**config.mk**
```make
export PLATFORM = sky130hd
export DESIGN_NAME = sram_strobe_ctrl
export DESIGN_NICKNAME = d
export VERILOG_FILES = /design/src/rtl/sram_ctrl_pkg.sv /design/src/rtl/sram_lane_io.sv /design/src/rtl/sram_seq_fsm.sv /design/src/rtl/sram_strobe_ctrl.sv
export SDC_FILE = /design/constraint.sdc
export NUM_CORES = 1
export LEC_CHECK = 0
export ABC_AREA = 1
export BUFFER_PORTS_ARGS = -buffer_cell sky130_fd_sc_hd__clkbuf_2
export CORE_MARGIN = 2
export CORE_UTILIZATION = 43
export CTS_CLUSTER_SIZE = 24
export DETAILED_ROUTE_END_ITERATION = 7
export PLACE_DENSITY = 0.74
export SLEW_MARGIN = 30
export SYNTH_ARGS = -nofsm -noshare
export SYNTH_HDL_FRONTEND = slang
export SYNTH_HIERARCHICAL = 1
export SYNTH_SLANG_ARGS = --single-unit
```
**constraint.sdc**
```tcl
create_clock -name clk -period 4.11 [get_ports clk]
set_input_delay 0.822 -clock clk [delete_from_list [all_inputs] [get_ports clk]]
set_output_delay 0.822 -clock clk [all_outputs]
set_load 0.01 [all_outputs]
```
**src/rtl/sram_ctrl_pkg.sv**
```systemverilog
package sram_ctrl_pkg;

    typedef enum logic [2:0] {
        ST_IDLE,
        ST_READ,
        ST_FLOAT,
        ST_WRITE,
        ST_RELEASE
    } seq_state_e;

    // Whole clock cycles needed to cover t_ns, never less than one.
    function automatic int unsigned ns_to_cyc(input int unsigned t_ns, input int unsigned clk_ns);
        int unsigned c;
        c = (t_ns + clk_ns - 1) / clk_ns;
        return (c == 0) ? 1 : c;
    endfunction

    function automatic int unsigned umax(input int unsigned a, input int unsigned b);
        return (a > b) ? a : b;
    endfunction

endpackage

```
**src/rtl/sram_lane_io.sv**
```systemverilog
module sram_lane_io #(
    parameter int W = 8
) (
    input  logic         clk,
    input  logic         rst,
    input  logic         load_i,
    input  logic [W-1:0] wbyte_i,
    input  logic         cap_i,
    input  logic         sel_n_i,
    input  logic [W-1:0] pin_i,
    output logic [W-1:0] pin_o,
    output logic [W-1:0] rbyte_o
);

    typedef struct packed {
        logic [W-1:0] wr;
        logic [W-1:0] rd;
    } lane_t;

    lane_t lane_d, lane_q;

    always_comb begin
        lane_d = lane_q;
        if (load_i) begin
            lane_d.wr = wbyte_i;
            lane_d.rd = '0;
        end
        if (cap_i && !sel_n_i) begin
            lane_d.rd = pin_i;
        end
    end

    always_ff @(posedge clk) begin
        if (rst) begin
            lane_q <= '0;
        end else begin
            lane_q <= lane_d;
        end
    end

    assign pin_o   = lane_q.wr;
    assign rbyte_o = lane_q.rd;

    // a deselected lane never picks up bus data during a capture
    assert_lane_zero_R3: assert property (@(posedge clk) disable iff (rst)
        (cap_i && sel_n_i && !load_i) |=> (rbyte_o == '0))
        else $error("deselected lane captured data");

endmodule

```
**src/rtl/sram_seq_fsm.sv**
```systemverilog
module sram_seq_fsm
    import sram_ctrl_pkg::*;
#(
    parameter int ADDR_W    = 17,
    parameter int LANES     = 2,
    parameter int RD_CYC    = 7,
    parameter int WR_CYC    = 7,
    parameter int FLOAT_CYC = 4
) (
    input  logic              clk,
    input  logic              rst,
    input  logic              req_valid,
    input  logic              req_write,
    input  logic [ADDR_W-1:0] req_addr,
    input  logic [LANES-1:0]  req_be,
    output logic              req_ready,
    output logic              accept_o,
    output logic              cap_o,
    output logic              done_o,
    output logic [ADDR_W-1:0] addr_o,
    output logic [LANES-1:0]  sel_n_o,
    output logic              ce_n_o,
    output logic              oe_n_o,
    output logic              we_n_o,
    output logic              drive_o
);

    localparam int MAX_CYC = (RD_CYC > WR_CYC) ? ((RD_CYC > FLOAT_CYC) ? RD_CYC : FLOAT_CYC)
                                               : ((WR_CYC > FLOAT_CYC) ? WR_CYC : FLOAT_CYC);
    localparam int CNT_W = $clog2(MAX_CYC + 1);

    typedef struct packed {
        seq_state_e        st;
        logic [CNT_W-1:0]  cnt;
        logic [ADDR_W-1:0] addr;
        logic [LANES-1:0]  sel_n;
        logic              ce_n;
        logic              oe_n;
        logic              we_n;
        logic              drive;
        logic              done;
    } seq_t;

    seq_t seq_d, seq_q;
    logic accept_w;
    logic cap_w;

    assign accept_w = req_valid && (seq_q.st == ST_IDLE);

    always_comb begin
        seq_d      = seq_q;
        seq_d.done = 1'b0;
        cap_w      = 1'b0;
        case (seq_q.st)
            ST_IDLE: begin
                if (req_valid) begin
                    if (req_be == '0) begin
                        seq_d.done = 1'b1;
                    end else begin
                        seq_d.addr  = req_addr;
                        seq_d.sel_n = ~req_be;
                        seq_d.ce_n  = 1'b0;
                        if (req_write) begin
                            seq_d.st    = ST_WRITE;
                            seq_d.we_n  = 1'b0;
                            seq_d.drive = 1'b1;
                            seq_d.cnt   = CNT_W'(WR_CYC - 1);
                        end else begin
                            seq_d.st   = ST_READ;
                            seq_d.oe_n = 1'b0;
                            seq_d.cnt  = CNT_W'(RD_CYC - 1);
                        end
                    end
                end
            end
            ST_READ: begin
                if (seq_q.cnt == '0) begin
                    cap_w       = 1'b1;
                    seq_d.done  = 1'b1;
                    seq_d.ce_n  = 1'b1;
                    seq_d.oe_n  = 1'b1;
                    seq_d.sel_n = '1;
                    seq_d.st    = ST_FLOAT;
                    seq_d.cnt   = CNT_W'(FLOAT_CYC - 1);
                end else begin
                    seq_d.cnt = seq_q.cnt - 1'b1;
                end
            end
            ST_FLOAT: begin
                if (seq_q.cnt == '0) begin
                    seq_d.st = ST_IDLE;
                end else begin
                    seq_d.cnt = seq_q.cnt - 1'b1;
                end
            end
            ST_WRITE: begin
                if (seq_q.cnt == '0) begin
                    seq_d.ce_n  = 1'b1;
                    seq_d.we_n  = 1'b1;
                    seq_d.sel_n = '1;
                    seq_d.st    = ST_RELEASE;
                end else begin
                    seq_d.cnt = seq_q.cnt - 1'b1;
                end
            end
            ST_RELEASE: begin
                seq_d.drive = 1'b0;
                seq_d.done  = 1'b1;
                seq_d.st    = ST_IDLE;
            end
            default: begin
                seq_d.st = ST_IDLE;
            end
        endcase
    end

    always_ff @(posedge clk) begin
        if (rst) begin
            seq_q.st    <= ST_IDLE;
            seq_q.cnt   <= '0;
            seq_q.addr  <= '0;
            seq_q.sel_n <= '1;
            seq_q.ce_n  <= 1'b1;
            seq_q.oe_n  <= 1'b1;
            seq_q.we_n  <= 1'b1;
            seq_q.drive <= 1'b0;
            seq_q.done  <= 1'b0;
        end else begin
            seq_q <= seq_d;
        end
    end

    assign req_ready = (seq_q.st == ST_IDLE);
    assign accept_o  = accept_w;
    assign cap_o     = cap_w;
    assign done_o    = seq_q.done;
    assign addr_o    = seq_q.addr;
    assign sel_n_o   = seq_q.sel_n;
    assign ce_n_o    = seq_q.ce_n;
    assign oe_n_o    = seq_q.oe_n;
    assign we_n_o    = seq_q.we_n;
    assign drive_o   = seq_q.drive;

    // the controller never drives while the RAM may drive
    assert_no_contention_R6: assert property (@(posedge clk) disable iff (rst)
        drive_o |-> oe_n_o)
        else $error("data drivers on while output enable asserted");

    // a write strobe only appears inside a full, driven write overlap
    assert_write_overlap_R4: assert property (@(posedge clk) disable iff (rst)
        !we_n_o |-> (!ce_n_o && oe_n_o && drive_o && (sel_n_o != '1)))
        else $error("write enable outside a valid write overlap");

    // output enable only with chip enable and no write strobe
    assert_read_strobes_R2: assert property (@(posedge clk) disable iff (rst)
        !oe_n_o |-> (!ce_n_o && we_n_o))
        else $error("output enable outside a read");

    // data still driven on the cycle the write strobe rises
    assert_data_hold_R5: assert property (@(posedge clk) disable iff (rst)
        $rose(we_n_o) |-> drive_o)
        else $error("data released before write end");

    // address and lane selects frozen while the chip is enabled
    assert_addr_stable_R8: assert property (@(posedge clk) disable iff (rst)
        (!ce_n_o && $past(!ce_n_o)) |-> ($stable(addr_o) && $stable(sel_n_o)))
        else $error("address or lane select moved during access");

    // an empty mask completes without enabling the chip
    assert_null_request_R7: assert property (@(posedge clk) disable iff (rst)
        (req_valid && req_ready && (req_be == '0)) |=> (ce_n_o && done_o && req_ready))
        else $error("null request touched the RAM");

endmodule

```
**src/rtl/sram_strobe_ctrl.sv**
```systemverilog
module sram_strobe_ctrl
    import sram_ctrl_pkg::*;
#(
    parameter int ADDR_W    = 17,
    parameter int LANE_W    = 8,
    parameter int CLK_NS    = 8,
    parameter int T_AA_NS   = 55,
    parameter int T_ACE_NS  = 55,
    parameter int T_DOE_NS  = 30,
    parameter int T_WC_NS   = 55,
    parameter int T_WP_NS   = 45,
    parameter int T_BW_NS   = 45,
    parameter int T_AW_NS   = 50,
    parameter int T_SD_NS   = 25,
    parameter int T_HZ_NS   = 25
) (
    input  logic                clk,
    input  logic                rst,
    input  logic                req_valid,
    output logic                req_ready,
    input  logic                req_write,
    input  logic [ADDR_W-1:0]   req_addr,
    input  logic [2*LANE_W-1:0] req_wdata,
    input  logic [1:0]          req_be,
    output logic                rsp_done,
    output logic [2*LANE_W-1:0] rsp_rdata,
    output logic [ADDR_W-1:0]   mem_addr,
    output logic                mem_ce_n,
    output logic                mem_oe_n,
    output logic                mem_we_n,
    output logic                mem_ub_n,
    output logic                mem_lb_n,
    output logic [2*LANE_W-1:0] mem_dq_o,
    output logic                mem_dq_oe,
    input  logic [2*LANE_W-1:0] mem_dq_i
);

    localparam int LANES = 2;
    localparam int RD_CYC = int'(umax(ns_to_cyc(T_AA_NS, CLK_NS),
                                 umax(ns_to_cyc(T_ACE_NS, CLK_NS), ns_to_cyc(T_DOE_NS, CLK_NS))));
    // One release cycle follows the strobes, so the strobes cover the cycle time less one.
    localparam int WC_STROBE = (ns_to_cyc(T_WC_NS, CLK_NS) > 1) ? int'(ns_to_cyc(T_WC_NS, CLK_NS)) - 1 : 1;
    localparam int WR_CYC = int'(umax(umax(ns_to_cyc(T_WP_NS, CLK_NS), ns_to_cyc(T_BW_NS, CLK_NS)),
                                 umax(umax(ns_to_cyc(T_AW_NS, CLK_NS), ns_to_cyc(T_SD_NS, CLK_NS)),
                                      WC_STROBE)));
    localparam int FLOAT_CYC = int'(ns_to_cyc(T_HZ_NS, CLK_NS));

    logic             accept_w;
    logic             cap_w;
    logic [LANES-1:0] sel_n_w;

    sram_seq_fsm #(
        .ADDR_W    (ADDR_W),
        .LANES     (LANES),
        .RD_CYC    (RD_CYC),
        .WR_CYC    (WR_CYC),
        .FLOAT_CYC (FLOAT_CYC)
    ) u_seq (
        .clk       (clk),
        .rst       (rst),
        .req_valid (req_valid),
        .req_write (req_write),
        .req_addr  (req_addr),
        .req_be    (req_be),
        .req_ready (req_ready),
        .accept_o  (accept_w),
        .cap_o     (cap_w),
        .done_o    (rsp_done),
        .addr_o    (mem_addr),
        .sel_n_o   (sel_n_w),
        .ce_n_o    (mem_ce_n),
        .oe_n_o    (mem_oe_n),
        .we_n_o    (mem_we_n),
        .drive_o   (mem_dq_oe)
    );

    for (genvar g = 0; g < LANES; g++) begin : g_lane
        sram_lane_io #(.W(LANE_W)) u_lane (
            .clk     (clk),
            .rst     (rst),
            .load_i  (accept_w),
            .wbyte_i (req_wdata[g*LANE_W +: LANE_W]),
            .cap_i   (cap_w),
            .sel_n_i (sel_n_w[g]),
            .pin_i   (mem_dq_i[g*LANE_W +: LANE_W]),
            .pin_o   (mem_dq_o[g*LANE_W +: LANE_W]),
            .rbyte_o (rsp_rdata[g*LANE_W +: LANE_W])
        );
    end

    assign mem_lb_n = sel_n_w[0];
    assign mem_ub_n = sel_n_w[1];

endmodule

```
# ---- Word-level counts from Yosys, hierarchy flattened
# Cells that the tools add are included.
dict set report totals {
  reg_bits 62
  out_inout_bits 57
  word_cells 78
}
dict set report classes {
  addsub 1
  n_eq_ne 12
  muxes 27
  n_bitwise 2
  reduce_logical 23
}
# cell count
set ops {}
lappend ops {{$mux 8} 4}
lappend ops {{$mux 30} 1}
lappend ops {{$mux 29} 1}
lappend ops {{$reduce_and 5->1} 4}
lappend ops {{$mux 3} 6}
lappend ops {{$pmux 3 s3} 2}
lappend ops {{$pmux 3 s4} 1}
lappend ops {{$reduce_bool 2->1} 5}
lappend ops {{$ne 2x1->1 const B} 4}
lappend ops {{$ne 2x2->1 const B} 4}
lappend ops {{$reduce_and 4->1} 2}
lappend ops {{$eq 3x2->1 const B} 2}
lappend ops {{$logic_not 3->1} 2}
lappend ops {{$pmux 1 s2} 3}
lappend ops {{$reduce_bool 3->1} 2}
lappend ops {{$mux 1} 5}
lappend ops {{$mux 5} 1}
lappend ops {{$mux 4} 1}
lappend ops {{$eq 3x1->1 const B} 1}
lappend ops {{$eq 3x3->1 const B} 1}
lappend ops {{$logic_and 1x1->1} 3}
lappend ops {{$pmux 1 s3} 1}
lappend ops {{$reduce_and 3->1} 1}
lappend ops {{$sub 3x1->3 const B} 1}
lappend ops {{6 further kinds} 7}

# ---- Depth between registers and ports, before layout
# Gate-level depths: netlist of run 1.
dict set report logic_depth {
  word_depth 5
  ltp_mapped 10
  ltp_nobuf 10
}

# ---- Hierarchy
# Netlist of run 1, hierarchy kept.
# module instances cells_per_inst area_per_inst_um2 seq_area_each_um2
set by_module_without_submodules {}
lappend by_module_without_submodules {sram_seq_fsm 1 211 1493.9 600.6}
lappend by_module_without_submodules {sram_lane_io 2 73 609.3 320.3}

# ---- Worst setup path before layout of run 1
# OpenSTA, ideal clock, no wires.
dict set report synth_path {
  path_kind {input-to-reg}
  start {in req_valid}
  end {reg g_lane[0].u_lane.lane_q (netlist bit g_lane[0].u_lane/rbyte_o[5])}
  setup_time_ns 0.120
  arrival_time_ns 1.537
  slack_ns 2.454
  path_stages 7
  cell_sequence {inv_1 -> nor2_1 -> buf_6 -> clkinv_4 -> buf_8 -> nand3_2 -> a21oi_1}
}
dict set report synth_via {
  elab_chain_len 2
}
# element line_no
set synth_rtl {}
lappend synth_rtl {{start, declared} sram_strobe_ctrl.sv:19} ;# input logic req_valid,
lappend synth_rtl {{$logic_and 1x1->1} sram_seq_fsm.sv:48} ;# assign accept_w = req_valid && (seq_q.st == ST_IDLE);
lappend synth_rtl {{via accept_w} sram_strobe_ctrl.sv:48} ;# logic accept_w;
lappend synth_rtl {{$reduce_bool 2->1 (no source line)} --}
lappend synth_rtl {{end signal, assigned} sram_lane_io.sv:37} ;# lane_q <= lane_d;
lappend synth_rtl {{end, declared} sram_lane_io.sv:20} ;# lane_t lane_d, lane_q;
# The timed path passes the listed nets, and every way through them passes these cells.
# A chain may end at the register's enable or synchronous reset.

# ---- Worst setup path in the final report of run 1
dict set report layout_path {
  start {reg u_seq/seq_q[28] (netlist name)}
  end {out req_ready}
}
dict set report layout_via {
  elab_chain_len 1
}
# element line_no
set layout_rtl {}
lappend layout_rtl {{start, declared} sram_seq_fsm.sv:44} ;# seq_t seq_d, seq_q;
lappend layout_rtl {{start signal, assigned} sram_seq_fsm.sv:129} ;# seq_q <= seq_d;
lappend layout_rtl {{$logic_not 3->1} sram_seq_fsm.sv:133} ;# assign req_ready = (seq_q.st == ST_IDLE);
lappend layout_rtl {{end, declared} sram_strobe_ctrl.sv:20} ;# output logic req_ready,
# No other way between the ends.

==> results.toml, run 1 <==
[timing]
rsz0062_at_grt = "no"
setup_viol = 0
finClkSkew_ps = 9.64
fin_crit_ps = 2110
fin_setup_tns_ps = 0
drv_slew = 0
period_share_pct = 51.2
hold_viol = 0
maxSlewHeadroom_pct = 45.9
setup_slack_ps = 2000
whs_ps = 449
worstMarginPinSlew_ps = 812
timing.fmax_mhz = 475

[floorplanning]
dieArea_um2 = 6960
dieHeight_um = 83.4
rows = 28
start_util_pct = 45.0
dieWidth_um = 83.4
core-area_um2 = 6030
ios = 112

[cells_and_area]
fill_cells = 584
areaGrowthSynthToFinish_pct = 21.3
fin_nets = 505
diodes = 0
drive_gt1_share_pct = 32.1
finish.instance_area_um2 = 3290
finalNonFillerCells = 527

[route]
drtPass1Iterations = 4
detail_route.wl_per_cell_um = 11.2
detail-route-antenna-nets = 0
totalWireLength_um = 5910
drc = 0
vias = 2493
viasPerCell = 4.73
drt-initial-drc-count = 113

[critical_path]
worstPathArrival_ps = 1280
endpoint_kind = "primary output"
path_delay_family = "flip-flops"
startpoint_type = "flip-flop"
cp_data_required_time_ps = 3290
slowest_stage = "dfxtp_1"
cp_num_buf_inv = 2
cp_slowest_stage_delay_ps = 400
path_cells = "nor2_4 > nand2_4 > inv_2 > clkbuf_2"
worstPathMaxFanout = 8
crit_type = "reg2out"

[global_route]
use_met2_pct = 27.4
grt_first_pass_wirelength_um = 9940
busiest_layer = "met2"
grtUsageMet3_pct = 5.17
grt_usage_pct = 17.4
grt_overflow_total = 0
grt_pass1_vias = 2237
antenna_found_initial = 0
use_met1_pct = 22.2
grt_max_degree = 40

[logic_synthesis]
postSynthAreaPerCell_um2 = 7.60
ys_top_cells_by_area = "dfxtp_1 46%, nand2_1 10%, nor2_1 7.9%"
yosys_warnings = 6
synth_top_cell_by_area = "dfxtp_1"
yosysUniqueCellTypes = 26
ys_ff_latch = 62
syn_nets = 414
synth_top_area_share_pct = 45.8
syn_inst = 357
netlist_area_um2 = 2710
yosysSeqAreaShare_pct = 45.8

[placement]
dp_cells = 512
pre_cts_slack_ps = 1710
dpl.hpwl_um = 4260
placed_cell_area_um2 = 3120
gp_congestion = 0.841
port_buffers = 111

[clock_tree]
cts_inserted_buffers = 9
tritoncts = "done"
clk_pin_slew_ps = 60
clk_path_buf_depth = 2
cts.sinks = 62
cts_hold_repair.buffers = 0
cts.repair.resized = 0
cts_setup_buffers = 0
clockRootBuffer = "clkbuf_8"
htree_levels = 3
worst_skew_pair.late_latency_ps = 330

[power_and_ir_drop]
swShare_pct = 31.9
powerDensity_nw_per_um2 = 471
p_comb_share_pct = 24.5
p_switching_mw = 0.494
ir_worst_vdd_v = 0.000248
p_int_mw = 1.06
pwr-share-seq_pct = 46.0
pwr-share-clk_pct = 29.5
p_leak_nw = 1.58

[min_path]
worst_hold_path_type = "reg2reg"

[run_status]
status = "complete, no violations"

[flow_run]
maxCapViolations = 0
## area by class of cell
type	instances	area (um^2)	area share (%)
clock inverters	1	5.00	0.152
repair buffers	112	563	17.1
clock buffers	14	163	4.94
well taps	75	93.8	2.85
multi-input cells	238	1120	34.0
inverters	25	106	3.23
flip-flops and latches	62	1240	37.7
## worst register-to-register path, delay by kind of cell (launching register included)
kind,cells,cell delay [ps]
simple gates,4,520
compound gates,1,160
flops,1,320
fa+ha+maj,1,170
buf+inv,4,440
## power by group through the flow
stage | clock network, mW | logic [mW] | registers, mW
after global placement | 0 | 0.375 | 0.724
after floorplan | 0 | 0.308 | 0.721
final | 0.457 | 0.380 | 0.713
after detailed placement | 0 | 0.382 | 0.724
after CTS | 0.472 | 0.383 | 0.712
after global routing | 0.507 | 0.431 | 0.722
## cell usage in the layout, fill, tap and decap left out
| master | Yosys | routed |
|---|---|---|
| o21ai_1 | 11 | 11 |
| inv_1 | 17 | 17 |
| nand3_2 | 4 | 4 |
| ha_1 | 2 | 2 |
| nand2_2 | 2 | 2 |
| a21oi_1 | 38 | 38 |
| nand4_1 | 1 | 1 |
| nand2_1 | 72 | 72 |
| xnor2_1 | 1 | 1 |
| nand3_1 | 28 | 28 |
| inv_4 | 1 | 1 |
| nor2_4 | 3 | 3 |
| dfxtp_1 | 62 | 62 |
| clkbuf_2 | 0 | 111 |
| nor2_8 | 1 | 1 |
| clkbuf_1 | 4 | 3 |
| inv_2 | 5 | 5 |
| buf_4 | 19 | 1 |
| a21oi_2 | 1 | 1 |
| clkinv_4 | 2 | 2 |
| clkbuf_8 | 0 | 11 |
| nor2_1 | 57 | 57 |
| nand2_4 | 1 | 1 |
| nor2_2 | 1 | 1 |
| o21ai_0 | 15 | 15 |
| clkinv_2 | 0 | 1 |
## per-layer routing
metal / wire length [um] / share of wire, % / vias to the layer above
li1: - / - / 1307
met1: 2730 / 46 / 1075
met2: 2580 / 44 / 103
met3: 519 / 8.8 / 8
met4: 72 / 1.2 / 0
met5: 0 / 0 / -
## registers in the layout (all words and copies together) (netlist names)
| register | cells |
|---|---|
| u_seq/oe_n_o | 1 |
| u_seq/ce_n_o | 1 |
| u_seq/addr_o | 17 |
| u_seq/done_o | 1 |
| u_seq/sel_n_o | 2 |
| u_seq/we_n_o | 1 |
| g_lane.u_lane/rbyte_o | 16 |
| u_seq/seq_q | 6 |
| u_seq/drive_o | 1 |
| g_lane.u_lane/pin_o | 16 |
## cell families after synthesis
family	Yosys count	synth area share [%]
flip-flops	62	45.8
adder cells (fa/ha/maj)	2	0.922
AND/OR/NAND/NOR	170	27.8
AO/OA/AOI/OAI	65	12.1
XOR/XNOR	1	0.323
buffers and inverters	57	13.1
## worst paths after layout
| path | slack, ps | cells past startpoint | endpoint | start |
|---|---|---|---|---|
| max reg2reg | 2410 | 10 | g_lane[0].u_lane/rbyte_o[4] | u_seq/seq_q[24] |
| max | 2000 | 4 | req_ready | u_seq/seq_q[28] |
| min | 450 | 2 | u_seq/oe_n_o | u_seq/oe_n_o |
| min reg2reg | 450 | 2 | u_seq/oe_n_o | u_seq/oe_n_o |
## metrics by stage
step	total power [mW]	util, %
floorplan	1.03	-
global placement	1.10	51.8
detailed placement	1.11	51.8
CTS	1.57	54.6
global route	1.66	54.6
finish	1.55	54.6
## synth_stat cells, drive strengths merged
cell type / count
dfxtp: 62
nor2: 62
nand4: 1
buf: 28
ha: 2
clkinv: 2
o21ai: 26
a21oi: 39
inv: 23
xnor2: 1
nand2: 75
clkbuf: 4
nand3: 32
(Power assumes the default switching activity.)
==> run 2, diff against run 1 <==
==> constraint.sdc (replaced) <==
create_clock -name clk -period 2.2 [get_ports clk]
set_input_delay 0.44 -clock clk [delete_from_list [all_inputs] [get_ports clk]]
set_output_delay 0.44 -clock clk [all_outputs]
set_load 0.01 [all_outputs]
==> run 2 against run 1 <==
Sequential power increased by 87%. Core utilization increased by 0.75 points. Combinational power increased by 90%. Flip-flop and latch count unchanged. Non-clock buffer count increased by 2. Setup slack got worse by 1600 ps. Sequential share of layout area decreased by 0.51 points. Clock-buffer cell count decreased by 5. Critical path type unchanged. Largest power group unchanged.
==> results.toml, run 2 (same netlist as run 1, synthesis figures left out) <==
[run_status]
status = "complete, no violations"

[timing]
setup_viol = 0
fin_setup_tns_ps = 0
timing.fmax_mhz = 569
hold_viol = 0
fin_crit_ps = 1760
whs_ps = 329
rsz0062_at_grt = "no"
worstMarginPinSlew_ps = 670
drv_slew = 0
maxSlewHeadroom_pct = 55.3
finClkSkew_ps = 7.04
period_share_pct = 79.9

[cells_and_area]
areaGrowthSynthToFinish_pct = 22.9
mostFrequentLayoutCells = "111 x clkbuf_2, 72 x nand2_1, 62 x dfxtp_1"
final_common_cell = "clkbuf_2"
diodes = 0
utilization_pct = 55.3
fin_nets = 507
finish.instance_area_um2 = 3330
drive_gt1_share_pct = 33.2
largest_reg_flops = 17

[route]
totalWireLength_um = 6200
drtPass1Iterations = 5
detail-route-antenna-nets = 0
drt-initial-drc-count = 111
detail_route.wl_per_cell_um = 11.7
drc = 0
vias = 2543
viasPerCell = 4.80

[clock_tree]
cts_inserted_buffers = 9
clockRootBuffer = "clkbuf_8"
cts.repair.resized = 0
worst_skew_pair.late_latency_ps = 330
clk_path_buf_depth = 2
cts_hold_repair.buffers = 0
htree_levels = 3
cts_setup_buffers = 0
cts.sinks = 62
clk_pin_slew_ps = 70
tritoncts = "done"

[critical_path]
rr_endpoint = "g_lane[1].u_lane/rbyte_o[5]"
r2r-start = "u_seq/seq_q[24]"
reg2regPathDepth = 10
cp_data_required_time_ps = 1760
worstPathArrival_ps = 1320
crit_type = "reg2out"
regToRegSetupSlack_ps = 520
worstPathMaxFanout = 8
startpoint_type = "flip-flop"
endpoint_kind = "primary output"

[global_route]
grt_overflow_total = 0
grt_pass1_vias = 2426
grt_usage_pct = 18.5
grt_max_degree = 39
antenna_found_initial = 0
grt_first_pass_wirelength_um = 10700

[power_and_ir_drop]
swShare_pct = 32.9
pwr-share-seq_pct = 43.8
ir_worst_vdd_v = 0.000473
p_int_mw = 2.04
powerDensity_nw_per_um2 = 910
p_switching_mw = 1.00
p_leak_nw = 1.59
pwr-share-clk_pct = 32.4
p_comb_share_pct = 23.8

[floorplanning]
start_util_pct = 45.0
dieArea_um2 = 6960
core-area_um2 = 6030
rows = 28
ios = 112
dieWidth_um = 83.4
dieHeight_um = 83.4

[placement]
gp_congestion = 0.883
dpl.hpwl_um = 4410
port_buffers = 111
placed_cell_area_um2 = 3140

[min_path]
hold_start = "req_wdata[3]"
whs_path_depth = 3
whs_endpoint = "g_lane[0].u_lane/pin_o[3]"
worst_hold_path_type = "in2reg"

[flow_run]
maxCapViolations = 0
[run 2: cell types whose count changed in the layout (fill, tap and decap cells not counted), sizes merged]
cell      delta
inv          +1
clkinvlp     +4
bufinv       +1
buf          +2
clkbuf       -5
[run 2: cell type report]
type,instances,area [um^2]
fillers,566,2690
flip-flops and latches,62,1240
multi-input cells,238,1120
repair buffers,114,578
clock buffers,9,124
inverters,25,106
well taps,75,93.8
clock inverters,7,73.8
[run 2: worst max path at each step]
stage / slack, ps / from / to / cells past startpoint
global route: 340 / u_seq/seq_q[24] / g_lane[1].u_lane/rbyte_o[4] / 10
CTS: 440 / u_seq/seq_q[28] / req_ready / 4
finish: 440 / u_seq/seq_q[28] / req_ready / 4
detailed placement: 520 / u_seq/seq_q[24] / g_lane[1].u_lane/rbyte_o[5] / 10
floorplan: 720 / u_seq/seq_q[28] / g_lane[0].u_lane/rbyte_o[5] / 9
global placement: 610 / u_seq/seq_q[24] / g_lane[1].u_lane/rbyte_o[4] / 10
[run 2: layer usage]
layer / GRT usage (%) / vias to the layer above / share of wire (%) / wire length, um
li1: - / 1315 / - / -
met1: 23.2 / 1106 / 46 / 2820
met2: 30.1 / 109 / 44 / 2750
met3: 5.07 / 13 / 8.2 / 510
met4: 7.62 / 0 / 1.9 / 116
met5: 0 / - / 0 / 0
[run 2: worst max-delay path, cell delays in order (launching register included)]
cell and delay, ps:
dfxtp_1 410, nor2_4 230, nand2_4 110, inv_2 90, clkbuf_2 140
[run 2: metrics by stage]
| step | total power, mW | instances | setup WS [ps] |
|---|---|---|---|
| floorplan | 1.92 | 357 | 721 |
| global placement | 2.06 | 514 | 614 |
| detailed placement | 2.07 | 514 | 520 |
| CTS | 3.07 | 530 | 437 |
| global route | 3.23 | 530 | 339 |
| finish | 3.04 | 530 | 442 |
[run 2: power groups by stage]
| stage | Sequential, mW | Clock (mW) | Combinational, mW |
|---|---|---|---|
| 2_1_floorplan | 1.35 | 0 | 0.576 |
| 3_3_place_gp | 1.35 | 0 | 0.711 |
| 3_5_place_dp | 1.35 | 0 | 0.722 |
| 4_1_cts | 1.33 | 1.02 | 0.726 |
| 5_1_grt | 1.35 | 1.06 | 0.822 |
| 6_report | 1.33 | 0.984 | 0.722 |
==> run 3, diff against run 2 <==
==> constraint.sdc (replaced) <==
create_clock -name clk -period 1.7 [get_ports clk]
set_input_delay 0.34 -clock clk [delete_from_list [all_inputs] [get_ports clk]]
set_output_delay 0.34 -clock clk [all_outputs]
set_load 0.01 [all_outputs]
==> run 3 against run 2 <==
Cell count up 0.75%. Clock-buffer cell count rose by 3. First-iteration DRC count up 21%. Core utilization increased by 0.39 points. Combinational power rose by 36%. Clock skew decreased by 1.8 ps. Register-to-register slack lost 340 ps. Highest routed layer unchanged. Global-route usage down 0.23 points. Largest cell class unchanged. Hold slack got worse by 91 ps.
==> results.toml, run 3 (same netlist as run 1, synthesis figures left out) <==
[run_status]
status = "complete, no violations"

[floorplanning]
rows = 28
start_util_pct = 45.0
core-area_um2 = 6030
dieHeight_um = 83.4
dieWidth_um = 83.4
dieArea_um2 = 6960
ios = 112

[cells_and_area]
largest_reg_flops = 17
areaGrowthSynthToFinish_pct = 23.8
drive_gt1_share_pct = 34.2
fill_cells = 621
finalNonFillerCells = 534
diodes = 0
utilization_pct = 55.7
finish.instance_area_um2 = 3360
mostFrequentLayoutCells = "111 x clkbuf_2, 72 x nand2_1, 61 x dfxtp_1"
final_common_cell = "clkbuf_2"
fin_nets = 511

[min_path]
worst_hold_path_type = "in2reg"
hold_start = "req_addr[7]"

[global_route]
grt_max_degree = 36
grt_first_pass_wirelength_um = 10600
grt_overflow_total = 0
grt_usage_pct = 18.3
grt_pass1_vias = 2412
antenna_found_initial = 0

[timing]
hold_viol = 0
finClkSkew_ps = 5.29
rsz0062_at_grt = "no"
maxSlewHeadroom_pct = 76.1
fin_setup_tns_ps = 0
worstMarginPinSlew_ps = 359
setup_viol = 0
fin_crit_ps = 1520
whs_ps = 238
drv_slew = 0
timing.fmax_mhz = 658
period_share_pct = 89.4

[placement]
gp_congestion = 0.845
port_buffers = 111
placed_cell_area_um2 = 3170
dp_cells = 517
dpl.hpwl_um = 4460

[route]
drc = 0
drt-initial-drc-count = 134
vias = 2528
totalWireLength_um = 6190
viasPerCell = 4.73
drtPass1Iterations = 4
detail-route-antenna-nets = 0
detail_route.wl_per_cell_um = 11.6

[clock_tree]
worst_skew_pair.late_latency_ps = 320
clk_pin_slew_ps = 60
htree_levels = 3
clockRootBuffer = "clkbuf_8"
tritoncts = "done"
cts.sinks = 62
cts_inserted_buffers = 9
clk_path_buf_depth = 2

[critical_path]
endpoint_kind = "flip-flop"
slowest_stage = "dfxtp_1"
worstPathArrival_ps = 1770
crit_path_start = "u_seq/seq_q[24]"
path_cells = "inv_1 > ha_1 > inv_1 > nor2_2 > nand3_2 > inv_4 > inv_2 > nor2_4 > nand2_1 > a21oi_1"
regToRegSetupSlack_ps = 180
cp_slowest_stage_delay_ps = 330
crit_type = "reg2reg"
cp_num_buf_inv = 4
cpMostUsedCell = "inv_1"
startpoint_type = "flip-flop"
path_delay_family = "simple AND/OR/NAND/NOR gates"
cp_data_required_time_ps = 1950
worstPathMaxFanout = 8
r2r-start = "u_seq/seq_q[24]"

[power_and_ir_drop]
powerDensity_nw_per_um2 = 1130
p_leak_nw = 1.61
ir_worst_vdd_v = 0.000482

[flow_run]
maxCapViolations = 0
## run 3: changes by cell type in the layout (fill, tap and decap cells not counted), sizes merged
cell / previous run / this run
clkinvlp: 4 / 1
clkinv: 3 / 5
inv: 24 / 23
buf: 3 / 7
bufinv: 1 / 0
clkbuf: 120 / 123
## run 3: power breakdown
| group | internal (mW) | switching [mW] | leakage [nW] |
|---|---|---|---|
| clock network | 0.562 | 0.527 | 0.0861 |
| registers | 1.61 | 0.109 | 0.509 |
| logic | 0.379 | 0.605 | 1.01 |
## run 3: worst reg2reg max path: cells and delay by family, from the launching register on
kind / cells / cell delay, ps
AND/OR/NAND/NOR: 4 / 490
flip-flops: 1 / 330
buffers and inverters: 4 / 320
adder cells (fa/ha/maj): 1 / 170
AO/OA/AOI/OAI: 1 / 140
## run 3: layout make-up
class	instances	area (um^2)	area share [%]
flip-flops and latches	62	1240	37.0
multi-input cells	238	1120	33.5
repair buffers	118	621	18.5
clock buffers	12	145	4.32
inverters	25	109	3.24
well taps	75	93.8	2.79
clock inverters	4	22.5	0.671
## run 3: metrics by stage
stage                     setup WS [ps]  power, mW
after floorplan                     221       2.49
after global placement              136       2.69
after detailed placement           56.5       2.71
after CTS                          20.1       3.82
after global routing               31.0       4.06
final                               180       3.80
## run 3: final timing paths
kind | to | cells past startpoint
worst max-delay path | g_lane[0].u_lane/rbyte_o[4] | 10
worst min-delay path | u_seq/addr_o[7] | 3
worst max register to register | g_lane[0].u_lane/rbyte_o[4] | 10
worst min register to register | u_seq/oe_n_o | 2
## run 3: layer usage
metal  share of wire (%)  track usage, %
met1                  46            22.9
met2                  46            30.7
met3                 8.3            5.86
met4                0.24            4.55
met5                   0               0
## run 3: repair_timing
action / CTS / global route
buffers inserted: 0 / 1
hold buffers: 0 / 0
gates resized for setup: 0 / 5
hold endpoints to repair: 0 / 0
setup endpoints to repair: 0 / 22
